$ cat config.mk
export PLATFORM = sky130hd
export DESIGN_NAME = tlb_rand_index
export DESIGN_NICKNAME = d
export VERILOG_FILES = /design/src/rtl/tlbrnd_pkg.sv /design/src/rtl/rnd_lcg.sv /design/src/rtl/rnd_remdiv.sv /design/src/rtl/tlb_rand_index.sv
export SDC_FILE = /design/constraint.sdc
export NUM_CORES = 1
export LEC_CHECK = 0
export ABC_AREA = 1
export BUFFER_PORTS_ARGS = -buffer_cell sky130_fd_sc_hd__buf_2
export CAP_MARGIN = 25
export CORE_ASPECT_RATIO = 1.75
export CORE_UTILIZATION = 60
export CTS_BUF_LIST = sky130_fd_sc_hd__clkbuf_8
export DETAILED_ROUTE_END_ITERATION = 8
export PLACE_DENSITY = 0.88
export SLEW_MARGIN = 40
export SYNTH_ARGS = -nofsm -noshare
export SYNTH_HDL_FRONTEND = slang
export SYNTH_SLANG_ARGS = --single-unit
$ cat constraint.sdc
create_clock -name clk -period 12.5 [get_ports clk]
set_input_delay 0.625 -clock clk [delete_from_list [all_inputs] [get_ports clk]]
set_output_delay 0.625 -clock clk [all_outputs]
set_load 0.05 [all_outputs]
$ cat src/rtl/tlbrnd_pkg.sv
package tlbrnd_pkg;

   localparam int unsigned          LCG_W    = 32;
   localparam logic [LCG_W-1:0]     LCG_MUL  = 32'd1103515245;
   localparam logic [LCG_W-1:0]     LCG_INC  = 32'd12345;
   localparam logic [LCG_W-1:0]     LCG_SEED = 32'd1;
   localparam int unsigned          DRAW_LSB = 16;
   localparam int unsigned          DRAW_W   = LCG_W - DRAW_LSB;

   typedef enum logic {
      ST_IDLE = 1'b0,
      ST_DRAW = 1'b1
   } rsel_st_t;

   function automatic logic [LCG_W-1:0] lcg_step(input logic [LCG_W-1:0] s);
      return s * LCG_MUL + LCG_INC;
   endfunction

endpackage

$ cat src/rtl/rnd_lcg.sv
module rnd_lcg
   import tlbrnd_pkg::*;
(
   input  logic              clk,
   input  logic              rst_n,
   input  logic              step_i,
   output logic [DRAW_W-1:0] draw_o
);

   logic [LCG_W-1:0] seed_q;
   logic [LCG_W-1:0] seed_nxt;

   always_comb seed_nxt = lcg_step(seed_q);

   // the draw offered alongside a step is taken from the state being stepped to
   assign draw_o = seed_nxt[LCG_W-1:DRAW_LSB];

   always_ff @(posedge clk or negedge rst_n) begin
      if (!rst_n)      seed_q <= LCG_SEED;
      else if (step_i) seed_q <= seed_nxt;
   end

endmodule

$ cat src/rtl/rnd_remdiv.sv
module rnd_remdiv #(
   parameter int unsigned DVD_W = 16,
   parameter int unsigned DVS_W = 7,
   parameter bit          ITER  = 1'b1
) (
   input  logic             clk,
   input  logic             rst_n,
   input  logic             start_i,
   input  logic [DVD_W-1:0] dividend_i,
   input  logic [DVS_W-1:0] divisor_i,
   output logic             done_o,
   output logic [DVS_W-1:0] rem_o
);

   if (DVD_W < DVS_W) begin : g_bad_w
      $error("rnd_remdiv: dividend narrower than divisor");
   end

   if (ITER) begin : g_iter
      localparam int unsigned CNT_W = $clog2(DVD_W + 1);

      logic [DVS_W-1:0] rem_q;
      logic [DVS_W-1:0] dvs_q;
      logic [DVD_W-1:0] dvd_q;
      logic [CNT_W-1:0] cnt_q;
      logic             run_q;
      logic             done_q;
      logic [DVS_W:0]   trial;
      logic [DVS_W+1:0] diff;
      logic [DVS_W-1:0] rem_nxt;

      // one restoring step: bring in the next dividend bit, subtract if it fits
      always_comb begin
         trial = {rem_q, dvd_q[DVD_W-1]};
         diff  = {1'b0, trial} - {2'b00, dvs_q};
         if (diff[DVS_W+1]) rem_nxt = trial[DVS_W-1:0];
         else               rem_nxt = diff[DVS_W-1:0];
      end

      always_ff @(posedge clk or negedge rst_n) begin
         if (!rst_n) begin
            rem_q  <= '0;
            dvs_q  <= '0;
            dvd_q  <= '0;
            cnt_q  <= '0;
            run_q  <= 1'b0;
            done_q <= 1'b0;
         end else if (start_i) begin
            rem_q  <= '0;
            dvs_q  <= divisor_i;
            dvd_q  <= dividend_i;
            cnt_q  <= CNT_W'(DVD_W);
            run_q  <= 1'b1;
            done_q <= 1'b0;
         end else if (run_q) begin
            rem_q  <= rem_nxt;
            dvd_q  <= dvd_q << 1;
            cnt_q  <= cnt_q - 1'b1;
            run_q  <= (cnt_q != CNT_W'(1));
            done_q <= (cnt_q == CNT_W'(1));
         end else begin
            done_q <= 1'b0;
         end
      end

      assign done_o = done_q;
      assign rem_o  = rem_q;
   end else begin : g_flat
      logic [DVS_W-1:0] rem_q;
      logic             done_q;

      always_ff @(posedge clk or negedge rst_n) begin
         if (!rst_n) begin
            rem_q  <= '0;
            done_q <= 1'b0;
         end else begin
            done_q <= start_i;
            if (start_i) rem_q <= DVS_W'(dividend_i % DVD_W'(divisor_i));
         end
      end

      assign done_o = done_q;
      assign rem_o  = rem_q;
   end

endmodule

$ cat src/rtl/tlb_rand_index.sv
module tlb_rand_index
   import tlbrnd_pkg::*;
#(
   parameter int unsigned IDX_W    = 6,
   parameter bit          REM_ITER = 1'b1
) (
   input  logic             clk,
   input  logic             rst_n,
   input  logic             req_i,
   input  logic [IDX_W:0]   total_i,
   input  logic [IDX_W-1:0] wired_i,
   output logic [IDX_W-1:0] idx_o,
   output logic             valid_o,
   output logic             busy_o
);

   localparam int unsigned CNT_W = IDX_W + 1;

   if (IDX_W < 1 || IDX_W >= DRAW_W) begin : g_bad_idx
      $error("tlb_rand_index: IDX_W must lie between 1 and %0d", DRAW_W - 1);
   end

   rsel_st_t          st_q;
   logic [CNT_W-1:0]  cnt_q;
   logic [IDX_W-1:0]  wired_q;
   logic [IDX_W-1:0]  prev_q;
   logic              valid_q;

   logic [CNT_W-1:0]  cnt_now;
   logic [CNT_W-1:0]  divisor;
   logic              accept;
   logic              single;
   logic              launch;
   logic              redraw;
   logic              finish;
   logic              step;
   logic [DRAW_W-1:0] draw;
   logic              rem_done;
   logic [CNT_W-1:0]  rem;
   logic [CNT_W-1:0]  cand;

   assign cnt_now = total_i - {1'b0, wired_i};
   assign accept  = (st_q == ST_IDLE) && req_i;
   assign single  = accept && (cnt_now == CNT_W'(1));
   assign launch  = accept && !single;
   assign divisor = (st_q == ST_IDLE) ? cnt_now : cnt_q;

   assign cand    = rem + {1'b0, wired_q};
   assign redraw  = (st_q == ST_DRAW) && rem_done && (cand == {1'b0, prev_q});
   assign finish  = (st_q == ST_DRAW) && rem_done && !redraw;
   assign step    = launch || redraw;

   rnd_lcg u_lcg (
      .clk    (clk),
      .rst_n  (rst_n),
      .step_i (step),
      .draw_o (draw)
   );

   rnd_remdiv #(
      .DVD_W (DRAW_W),
      .DVS_W (CNT_W),
      .ITER  (REM_ITER)
   ) u_rem (
      .clk        (clk),
      .rst_n      (rst_n),
      .start_i    (step),
      .dividend_i (draw),
      .divisor_i  (divisor),
      .done_o     (rem_done),
      .rem_o      (rem)
   );

   always_ff @(posedge clk or negedge rst_n) begin
      if (!rst_n) begin
         st_q    <= ST_IDLE;
         cnt_q   <= '0;
         wired_q <= '0;
         prev_q  <= '0;
         valid_q <= 1'b0;
      end else begin
         valid_q <= single || finish;
         if (launch) begin
            st_q    <= ST_DRAW;
            cnt_q   <= cnt_now;
            wired_q <= wired_i;
         end else if (finish) begin
            st_q    <= ST_IDLE;
         end
         if (single)      prev_q <= IDX_W'(total_i - CNT_W'(1));
         else if (finish) prev_q <= IDX_W'(cand);
      end
   end

   // the held previous index doubles as the output register
   assign idx_o   = prev_q;
   assign valid_o = valid_q;
   assign busy_o  = (st_q == ST_DRAW);

endmodule

==> results.sh, run 1 <==
export IMPL_grt_pass1_wl_um=66500
export IMPL_synth_edff_count=0
export IMPL_die_area_um2=24500
export IMPL_outcome="finished clean"
export IMPL_critPathRequiredTime_ns=12.79
export IMPL_vias=11300
export IMPL_synthFlopType="dfrtp_1"
export IMPL_clock_path_buffers=2
export IMPL_slew_headroom=0.490
export IMPL_syn_avg_cell_area_um2=8.35
export IMPL_portBuffers=23
export IMPL_die_x_um=119
export IMPL_ys_ff_latch=90
export IMPL_clkLatencyLatePin_ns=0.40
export IMPL_use_met3=0.0555
export IMPL_track_usage=0.371
export IMPL_post_cts_buffers=0
export IMPL_cp_num_buf_inv=5
export IMPL_hold_class="primary input to async pin"
export IMPL_gp_congestion=1.11
export IMPL_synth_seq_area_share=0.158
export IMPL_max_freq_mhz=136
export IMPL_gr_max_usage_layer="met2"
export IMPL_period_needed_ns=7.34
export IMPL_worst_slew_pin_slew_ns=0.762
export IMPL_max_cap_viol_count=0
export IMPL_rsz0062_at_grt="false"
export IMPL_ant_nets=0
export IMPL_syn_area_um2=14300
export IMPL_core_area_um2=23300
export IMPL_grt_use_met1=0.341
export IMPL_hold_viol=0
export IMPL_area_growth_pct=4.37
export IMPL_clkTransAtPathRegs_ns=0.10
export IMPL_clockRootBuffer="clkbuf_8"
export IMPL_drc=0
export IMPL_slew_violations=0
export IMPL_cp_max_fo=8
export IMPL_antenna_found_initial=0
export IMPL_synth_most_common_cell="inv_1"
export IMPL_synthArstFlopShare=1.00
export IMPL_synthTopCellsByCount="inv_1 (480), nand2_1 (313), ha_1 (228), fa_1 (191), dfrtp_1 (89)"
export IMPL_wl_um=42200
export IMPL_dp_hpwl_um=36600
export IMPL_yosys_area_top_type="fa_1"
export IMPL_synth_cells=1711
export IMPL_dp_cells=2021
export IMPL_start_util=0.612
export IMPL_fin_skew_ns=0.0148
export IMPL_layout_nets=2163
export IMPL_die_h_um=206
export IMPL_netlist_area_leader_share=0.268
export IMPL_first_pass_iters=6
export IMPL_cpPeakStageDelay_ns=0.58
export IMPL_slowest_stage="o21ai_0"
export IMPL_placement_rows=74
export IMPL_cp_top_family="adder cells"
export IMPL_io_pins=24
export IMPL_crit_top_cell="fa_1"
export IMPL_period_share=0.587
export IMPL_end_kind="flip-flop"
export IMPL_setup_viol=0
export IMPL_fin_cells=2036
export IMPL_fin_setup_tns_ns=0
export IMPL_viasPerCell=5.55
export IMPL_drive_above_1_share=0.0329
export IMPL_syn_num_nets=2146
export IMPL_grt_pass1_vias=12600
export IMPL_htree_levels=3
export IMPL_clock_sinks=90
export IMPL_postCtsHoldBufs=0
export IMPL_cts_inserted_buffers=9
export IMPL_ctsResizeCount=0
export IMPL_yosys_top_cells_area="fa_1 (27%), ha_1 (20%), dfrtp_1 (16%), inv_1 (13%), nand2_1 (8.2%)"
export IMPL_gr_total_overflow=0
export IMPL_use_met2=0.683
export IMPL_crit_arrival_ns=7.62
export IMPL_synthDistinctLibCells=41
export IMPL_drt_iter0_markers=570
export IMPL_worstSetupStartpointType="flip-flop"
export IMPL_crit_type="flip-flop to flip-flop"
export IMPL_yosys_warnings=0
export IMPL_wl_per_cell_um=20.7
export IMPL_grt_max_degree=73
export IMPL_antenna_cells=0
export IMPL_cts_tree="yes"
[metal layers]
layer / wire (um) / up-vias
met5: 0 / -
met4: 4980 / 0
met3: 1710 / 223
met2: 22300 / 402
met1: 13300 / 5469
li1: - / 5210
[cell families after synthesis]
logic type | count (synthesis) | synth area share
buffers and inverters | 502 | 0.135
adders and majority gates | 419 | 0.467
DFF | 90 | 0.158
and+or+nand+nor | 475 | 0.140
AOI/OAI and AO/OA | 163 | 0.0606
muxes | 1 | 0.000788
xor gates and xnor gates | 61 | 0.0389
[sequential cells by signal, summed over array words and instances, names as in the netlist]
name                cells
busy_o                  1
cnt_q                   7
idx_o                   6
u_lcg.seed_q           32
u_rem.done_o            1
u_rem.g_iter.cnt_q      5
u_rem.g_iter.dvd_q     16
u_rem.g_iter.dvs_q      7
u_rem.g_iter.run_q      1
u_rem.rem_o             7
valid_o                 1
wired_q                 6
[worst reg2reg max path, cell delays in order, from the launching register on]
cell	delay (ns)
dfrtp_1	0.56
ha_1	0.47
xor2_1	0.45
ha_1	0.24
a21oi_1	0.08
fa_1	0.47
fa_1	0.51
inv_1	0.05
fa_1	0.50
inv_1	0.06
fa_1	0.53
inv_1	0.06
fa_1	0.49
inv_1	0.07
fa_1	0.49
inv_1	0.05
ha_1	0.33
a21oi_1	0.35
o21ai_0	0.28
o21ai_0	0.58
nand3_1	0.18
xor2_1	0.17
nand2_1	0.08
nand2_1	0.07
nand2_1	0.05
nand2_1	0.06
[metrics by stage]
stage | worst slack, ns | hold WS, ns | instance area [um^2] | utilization
5_1_grt | 4.94 | 0.156 | 14900 | 0.639
3_3_place_gp | 5.32 | 0.464 | 14700 | 0.629
3_5_place_dp | 5.30 | 0.469 | 14700 | 0.629
4_1_cts | 5.27 | 0.150 | 14900 | 0.639
2_1_floorplan | 6.59 | 0.329 | 14300 | -
6_report | 5.16 | 0.136 | 14900 | 0.639
[worst paths after layout]
check / cells past startpoint / to / start / slack, ns
setup / recovery: 25 / u_rem.g_iter.dvd_q[13]$_DFFE_PN0P_ / u_lcg.seed_q[6]$_DFFE_PN0N_ / 5.16
hold / removal: 1 / cnt_q[4]$_DFFE_PN0P_ / rst_n / 0.14
setup reg to reg: 25 / u_rem.g_iter.dvd_q[13]$_DFFE_PN0P_ / u_lcg.seed_q[6]$_DFFE_PN0N_ / 5.16
hold reg to reg: 2 / u_rem.g_iter.dvd_q[9]$_DFFE_PN0P_ / u_rem.g_iter.dvd_q[9]$_DFFE_PN0P_ / 0.49
max in group asynchronous: 2 / u_rem.g_iter.dvd_q[13]$_DFFE_PN0P_ / rst_n / 11.44
min in group clk: 2 / wired_q[0]$_DFFE_PN0P_ / wired_i[0] / 0.49
[cell type report]
cell class | count | area (um^2)
Tap cell | 304 | 380
Clock inverter | 6 | 100
Timing Repair Buffer | 25 | 136
Inverter | 483 | 1810
Clock buffer | 9 | 124
Fill cell | 1976 | 8420
Sequential cell | 90 | 2250
Multi-Input combinational cell | 1119 | 10100
[layout by cell type (no fill, tap or decap), drive strengths merged, types with 3 or more instances in the layout]
master / count
o21ai: 91
nor3: 11
fa: 191
xor2: 34
nand4: 12
a21oi: 50
inv: 484
o211ai: 8
a21o: 5
nand2: 317
buf: 25
nand3b: 7
nor2: 56
clkinv: 3
ha: 228
or2: 5
xnor2: 26
nand3: 67
dfrtp: 89
clkbuf: 9
Power of run 1 is left out: the tool's default activity adds up to more than one toggle a clock period on the data nets, which glitch-free logic cannot reach.
==> run 2: changes to the inputs <==
- clock period: 12.5 -> 7.3 ns (I/O delays scaled with it)
==> run 2 against run 1 <==
- routed wire length shrank 0.73%
- clock skew grew 0.0030 ns
- via count grew 0.29%
- count of clock-buffer cells in the layout unchanged
- maximum frequency is 5.0% higher
- setup slack got worse by 4.8 ns
- register-to-register slack lost 4.8 ns
- non-clock buffer count up 9
- cell count up 0.49%
- largest cell class unchanged
==> results.sh, run 2 (same netlist as run 1, synthesis figures left out) <==
export IMPL_outcome="finished clean"
export IMPL_setup_viol=0
export IMPL_clock_sinks=90
export IMPL_grt_pass1_vias=12500
export IMPL_layout_common_cells="inv_1 (481), nand2_1 (313), ha_1 (227), fa_1 (191), dfrtp_1 (88)"
export IMPL_slew_violations=0
export IMPL_hold_viol=0
export IMPL_gr_total_overflow=0
export IMPL_area_growth_pct=4.69
export IMPL_gp_congestion=1.04
export IMPL_die_x_um=119
export IMPL_grt_max_degree=73
export IMPL_crit_type="flip-flop to flip-flop"
export IMPL_largest_register="u_lcg.seed_q"
export IMPL_period_share=0.957
export IMPL_clkTransAtPathRegs_ns=0.11
export IMPL_vias=11300
export IMPL_cp_max_fo=9
export IMPL_largestRegisters="u_lcg.seed_q x32, u_rem.g_iter.dvd_q x16"
export IMPL_start_util=0.612
export IMPL_fin_skew_ns=0.0177
export IMPL_max_cap_viol_count=0
export IMPL_hold_class="primary input to flip-flop"
export IMPL_pre_cts_ws_ns=0.0560
export IMPL_first_pass_iters=8
export IMPL_rsz0062_at_grt="false"
export IMPL_clockRootBuffer="clkbuf_8"
export IMPL_rr_worst_depth=23
export IMPL_worstSetupStartpointType="flip-flop"
export IMPL_layout_nets=2172
export IMPL_die_h_um=206
export IMPL_wl_um=41900
export IMPL_dp_hpwl_um=36700
export IMPL_cts_tree="yes"
export IMPL_ant_nets=0
export IMPL_fin_setup_tns_ns=0
export IMPL_clock_path_buffers=2
export IMPL_drc=0
export IMPL_rrSetupSlack_ns=0.32
export IMPL_final_common_cell="inv_1"
export IMPL_reg2reg_to="u_lcg.seed_q[31]$_DFFE_PN0N_"
export IMPL_post_cts_buffers=0
export IMPL_wl_per_cell_um=20.5
export IMPL_setup_slack_ns=0.316
export IMPL_seqCellArea_um2=2250
export IMPL_track_usage=0.364
export IMPL_largest_register_ffs=32
export IMPL_placement_rows=74
export IMPL_io_pins=24
export IMPL_critPathRequiredTime_ns=7.54
export IMPL_cts_inserted_buffers=9
export IMPL_htree_levels=3
export IMPL_core_area_um2=23300
export IMPL_clkLatencyLatePin_ns=0.39
export IMPL_crit_start="u_lcg.seed_q[7]$_DFFE_PN0N_"
export IMPL_multi_input_area_um2=10100
export IMPL_portBuffers=23
export IMPL_reg2reg_from="u_lcg.seed_q[7]$_DFFE_PN0N_"
export IMPL_placed_cell_area_um2=14700
export IMPL_end_kind="flip-flop"
export IMPL_fillerInstances=2019
export IMPL_period_needed_ns=6.98
export IMPL_antenna_cells=0
export IMPL_grt_pass1_wl_um=65600
export IMPL_crit_arrival_ns=7.22
export IMPL_worst_slew_pin_slew_ns=0.773
export IMPL_drt_iter0_markers=584
export IMPL_max_freq_mhz=143
export IMPL_die_area_um2=24500
export IMPL_hold_slack_ns=0.247
export IMPL_antenna_found_initial=0
export IMPL_final_cell_area_um2=15000
export IMPL_endpoint="u_lcg.seed_q[31]$_DFFE_PN0N_"
export IMPL_viasPerCell=5.54
export IMPL_drive_above_1_share=0.0396
export IMPL_slew_headroom=0.483
run 2: changes by cell type in the layout (fill, tap and decap cells not counted), moves of 2 or more:
cell,before,now
clkinvlp_4,0,3
inv_8,2,0
inv_6,0,2
bufinv_16,2,0
buf_4,2,11
run 2: timing repair:
| item | 4_1_cts | 5_1_grt |
|---|---|---|
| gates resized for setup | 0 | 5 |
| hold buffers | 1 | 0 |
| setup endpoints to repair | 0 | 5 |
| hold endpoints to repair | 35 | 0 |
run 2: layer usage:
layer	share of wire	wire length [um]	global-route usage	vias to the layer above
li1	-	-	-	5223
met1	0.31	13200	0.331	5487
met2	0.53	22100	0.684	410
met3	0.035	1470	0.0406	217
met4	0.12	5120	0.363	0
met5	0	0	0	-
run 2: worst min path at each step:
stage | start | endpoint | cells past startpoint
after floorplan | rst_n | busy_o$_DFFE_PN0P_ | 0
after global placement | rst_n | cnt_q[4]$_DFFE_PN0P_ | 1
after detailed placement | rst_n | u_rem.g_iter.dvs_q[3]$_DFFE_PN0N_ | 1
after CTS | wired_i[0] | wired_q[0]$_DFFE_PN0P_ | 2
after global routing | wired_i[0] | wired_q[0]$_DFFE_PN0P_ | 2
final | wired_i[0] | wired_q[0]$_DFFE_PN0P_ | 2
run 2: through the flow:
step | utilization | cells
2_1_floorplan | - | 1711
3_3_place_gp | 0.632 | 2029
3_5_place_dp | 0.632 | 2029
4_1_cts | 0.640 | 2046
5_1_grt | 0.641 | 2046
6_report | 0.641 | 2046
run 2: final cells by class:
cell class                      instances  area share
Multi-Input combinational cell       1119       0.677
Sequential cell                        90       0.151
Inverter                              483       0.121
Tap cell                              304      0.0254
Timing Repair Buffer                   34      0.0136
Clock buffer                            9     0.00828
Clock inverter                          7     0.00351
run 2: critical path, cell delays in order, from the launching register on:
cell and delay (ns):
dfrtp_1 0.68, ha_1 0.48, fa_1 0.47, inv_1 0.09
fa_1 0.40, fa_1 0.50, inv_1 0.06, fa_1 0.50
inv_1 0.05, fa_1 0.54, inv_1 0.05, fa_1 0.48
inv_1 0.07, fa_1 0.49, inv_1 0.04, ha_1 0.33
a21oi_1 0.23, o21ai_0 0.23, a21oi_1 0.27, o21ai_0 0.11
a21oi_1 0.29, nand3_1 0.15, nand3_2 0.16, o21ai_0 0.15
Power of run 2 is left out for the same reason.
==> run 3: changes to the inputs <==
- CORE_MARGIN: default -> 4
- PLACE_DENSITY: 0.88 -> default
- PLACE_DENSITY_LB_ADDON: default -> 0.12
==> run 3 against run 2 <==
- routed wire length fell by 2.2%
- worst hold slack got worse by 0.040 ns
- cell count barely moved
- die area rose by 8.1%
- critical path depth rose by 1
- count of clock-buffer cells in the layout did not move
- maximum frequency rose by 1.1%
==> results.sh, run 3 (same netlist as run 1, synthesis figures left out) <==
export IMPL_outcome="finished clean"
export IMPL_layout_nets=2173
export IMPL_max_cap_viol_count=0
export IMPL_worstSetupStartpointType="flip-flop"
export IMPL_critPathRequiredTime_ns=7.55
export IMPL_crit_start="u_lcg.seed_q[5]$_DFFE_PN0N_"
export IMPL_die_area_um2=26400
export IMPL_dp_hpwl_um=36100
export IMPL_max_freq_mhz=145
export IMPL_portBuffers=23
export IMPL_gr_total_overflow=0
export IMPL_drive_above_1_share=0.0384
export IMPL_crit_arrival_ns=7.16
export IMPL_rrSetupSlack_ns=0.39
export IMPL_period_share=0.946
export IMPL_period_needed_ns=6.91
export IMPL_slowest_stage="dfrtp_1"
export IMPL_clock_sinks=90
export IMPL_cp_max_fo=9
export IMPL_crit_chain="ha_1 -> xor2_1 -> ha_1 -> a21oi_1 -> fa_1 -> fa_1 -> inv_1 -> fa_1 -> inv_1 -> fa_1 -> inv_1 -> fa_1 -> inv_1 -> fa_1 -> inv_1 -> ha_1 -> a21oi_1 -> o21ai_0 -> a21oi_1 -> o21ai_0 -> a21oi_2 -> nand3_1 -> nand3_2 -> o21ai_0"
export IMPL_largest_register="u_lcg.seed_q"
export IMPL_die_x_um=125
export IMPL_viasPerCell=5.35
export IMPL_slew_violations=0
export IMPL_clockRootBuffer="clkbuf_8"
export IMPL_setup_viol=0
export IMPL_grt_pass1_vias=12100
export IMPL_core_area_um2=23400
export IMPL_hold_class="primary input to flip-flop"
export IMPL_first_pass_iters=5
export IMPL_fin_skew_ns=0.0259
export IMPL_vias=11000
export IMPL_fin_setup_tns_ns=0
export IMPL_largestRegisters="u_lcg.seed_q x32, u_rem.g_iter.dvd_q x16"
export IMPL_slew_headroom=0.463
export IMPL_hold_start="wired_i[0]"
export IMPL_wl_per_cell_um=20.0
export IMPL_wl_um=41000
export IMPL_rsz0062_at_grt="false"
export IMPL_io_pins=24
export IMPL_final_common_cell="inv_1"
export IMPL_crit_type="flip-flop to flip-flop"
export IMPL_hold_viol=0
export IMPL_crit_top_cell="fa_1"
export IMPL_gp_congestion=0.988
export IMPL_cts_inserted_buffers=9
export IMPL_htree_levels=3
export IMPL_ant_nets=0
export IMPL_drc=0
export IMPL_clkTransAtPathRegs_ns=0.12
export IMPL_post_cts_buffers=0
export IMPL_largest_register_ffs=32
export IMPL_cts_tree="yes"
export IMPL_reg2reg_from="u_lcg.seed_q[5]$_DFFE_PN0N_"
export IMPL_grt_pass1_wl_um=64600
export IMPL_clock_path_buffers=2
export IMPL_drt_iter0_markers=508
export IMPL_die_h_um=212
export IMPL_antenna_found_initial=0
export IMPL_end_kind="flip-flop"
export IMPL_track_usage=0.326
export IMPL_worst_slew_pin_slew_ns=0.805
export IMPL_clkLatencyLatePin_ns=0.43
export IMPL_cpPeakStageDelay_ns=0.57
export IMPL_layout_common_cells="inv_1 (481), nand2_1 (313), ha_1 (228), fa_1 (191), dfrtp_1 (89)"
export IMPL_start_util=0.610
export IMPL_placement_rows=74
export IMPL_grt_max_degree=77
export IMPL_antenna_cells=0
export IMPL_area_growth_pct=4.94
run 3: per-stage QoR:
step,setup slack [ns],util,cells,hold slack [ns],instance area [um^2]
6_report,0.392,0.640,2047,0.207,15000
3_3_place_gp,0.238,0.630,2030,0.252,14800
2_1_floorplan,1.39,-,1711,0.0694,14300
5_1_grt,0.0114,0.640,2047,0.210,15000
3_5_place_dp,0.274,0.630,2030,0.257,14800
4_1_cts,0.213,0.640,2047,0.184,15000
run 3: cell type report:
type	count	area (um^2)
inverter	483	1810
sequential	90	2250
fill	2080	8430
clock buffer	9	124
timing repair buffer	35	214
tap	304	380
clock inverter	7	100
multi-input combinational	1119	10100
run 3: routing by layer:
metal | up-vias | track usage | share of wire
li1 | 5221 | - | -
met1 | 5259 | 0.314 | 0.33
met2 | 307 | 0.618 | 0.54
met3 | 164 | 0.0354 | 0.027
met4 | 0 | 0.268 | 0.10
met5 | - | 0 | 0
run 3: timing repair:
item / in CTS / in global routing
resized for setup: 0 / 1
hold endpoints to repair: 13 / 0
hold buffers: 1 / 0
endpoints found under the setup margin: 0 / 2
run 3: final timing paths:
path / to / depth (start not counted)
min in group asynchronous: u_lcg.seed_q[12]$_DFFE_PN0N_ / 2
worst min-delay path: wired_q[0]$_DFFE_PN0P_ / 2
worst min register to register: u_rem.g_iter.dvd_q[11]$_DFFE_PN0P_ / 2
max in group asynchronous: u_rem.g_iter.cnt_q[4]$_DFFE_PN0P_ / 3
worst max register to register: u_lcg.seed_q[31]$_DFFE_PN0N_ / 24
worst max-delay path: u_lcg.seed_q[31]$_DFFE_PN0N_ / 24
run 3: critical path, delay by kind of cell, from the launching register on:
family	cells	cell delay [ns]
AND/OR/NAND/NOR	2	0.24
flip-flops	1	0.57
AO/OA/AOI/OAI	7	1.37
XOR/XNOR	1	0.32
buffers and inverters	5	0.25
adder cells (fa/ha/maj)	9	3.97
Power of run 3 is left out for the same reason.
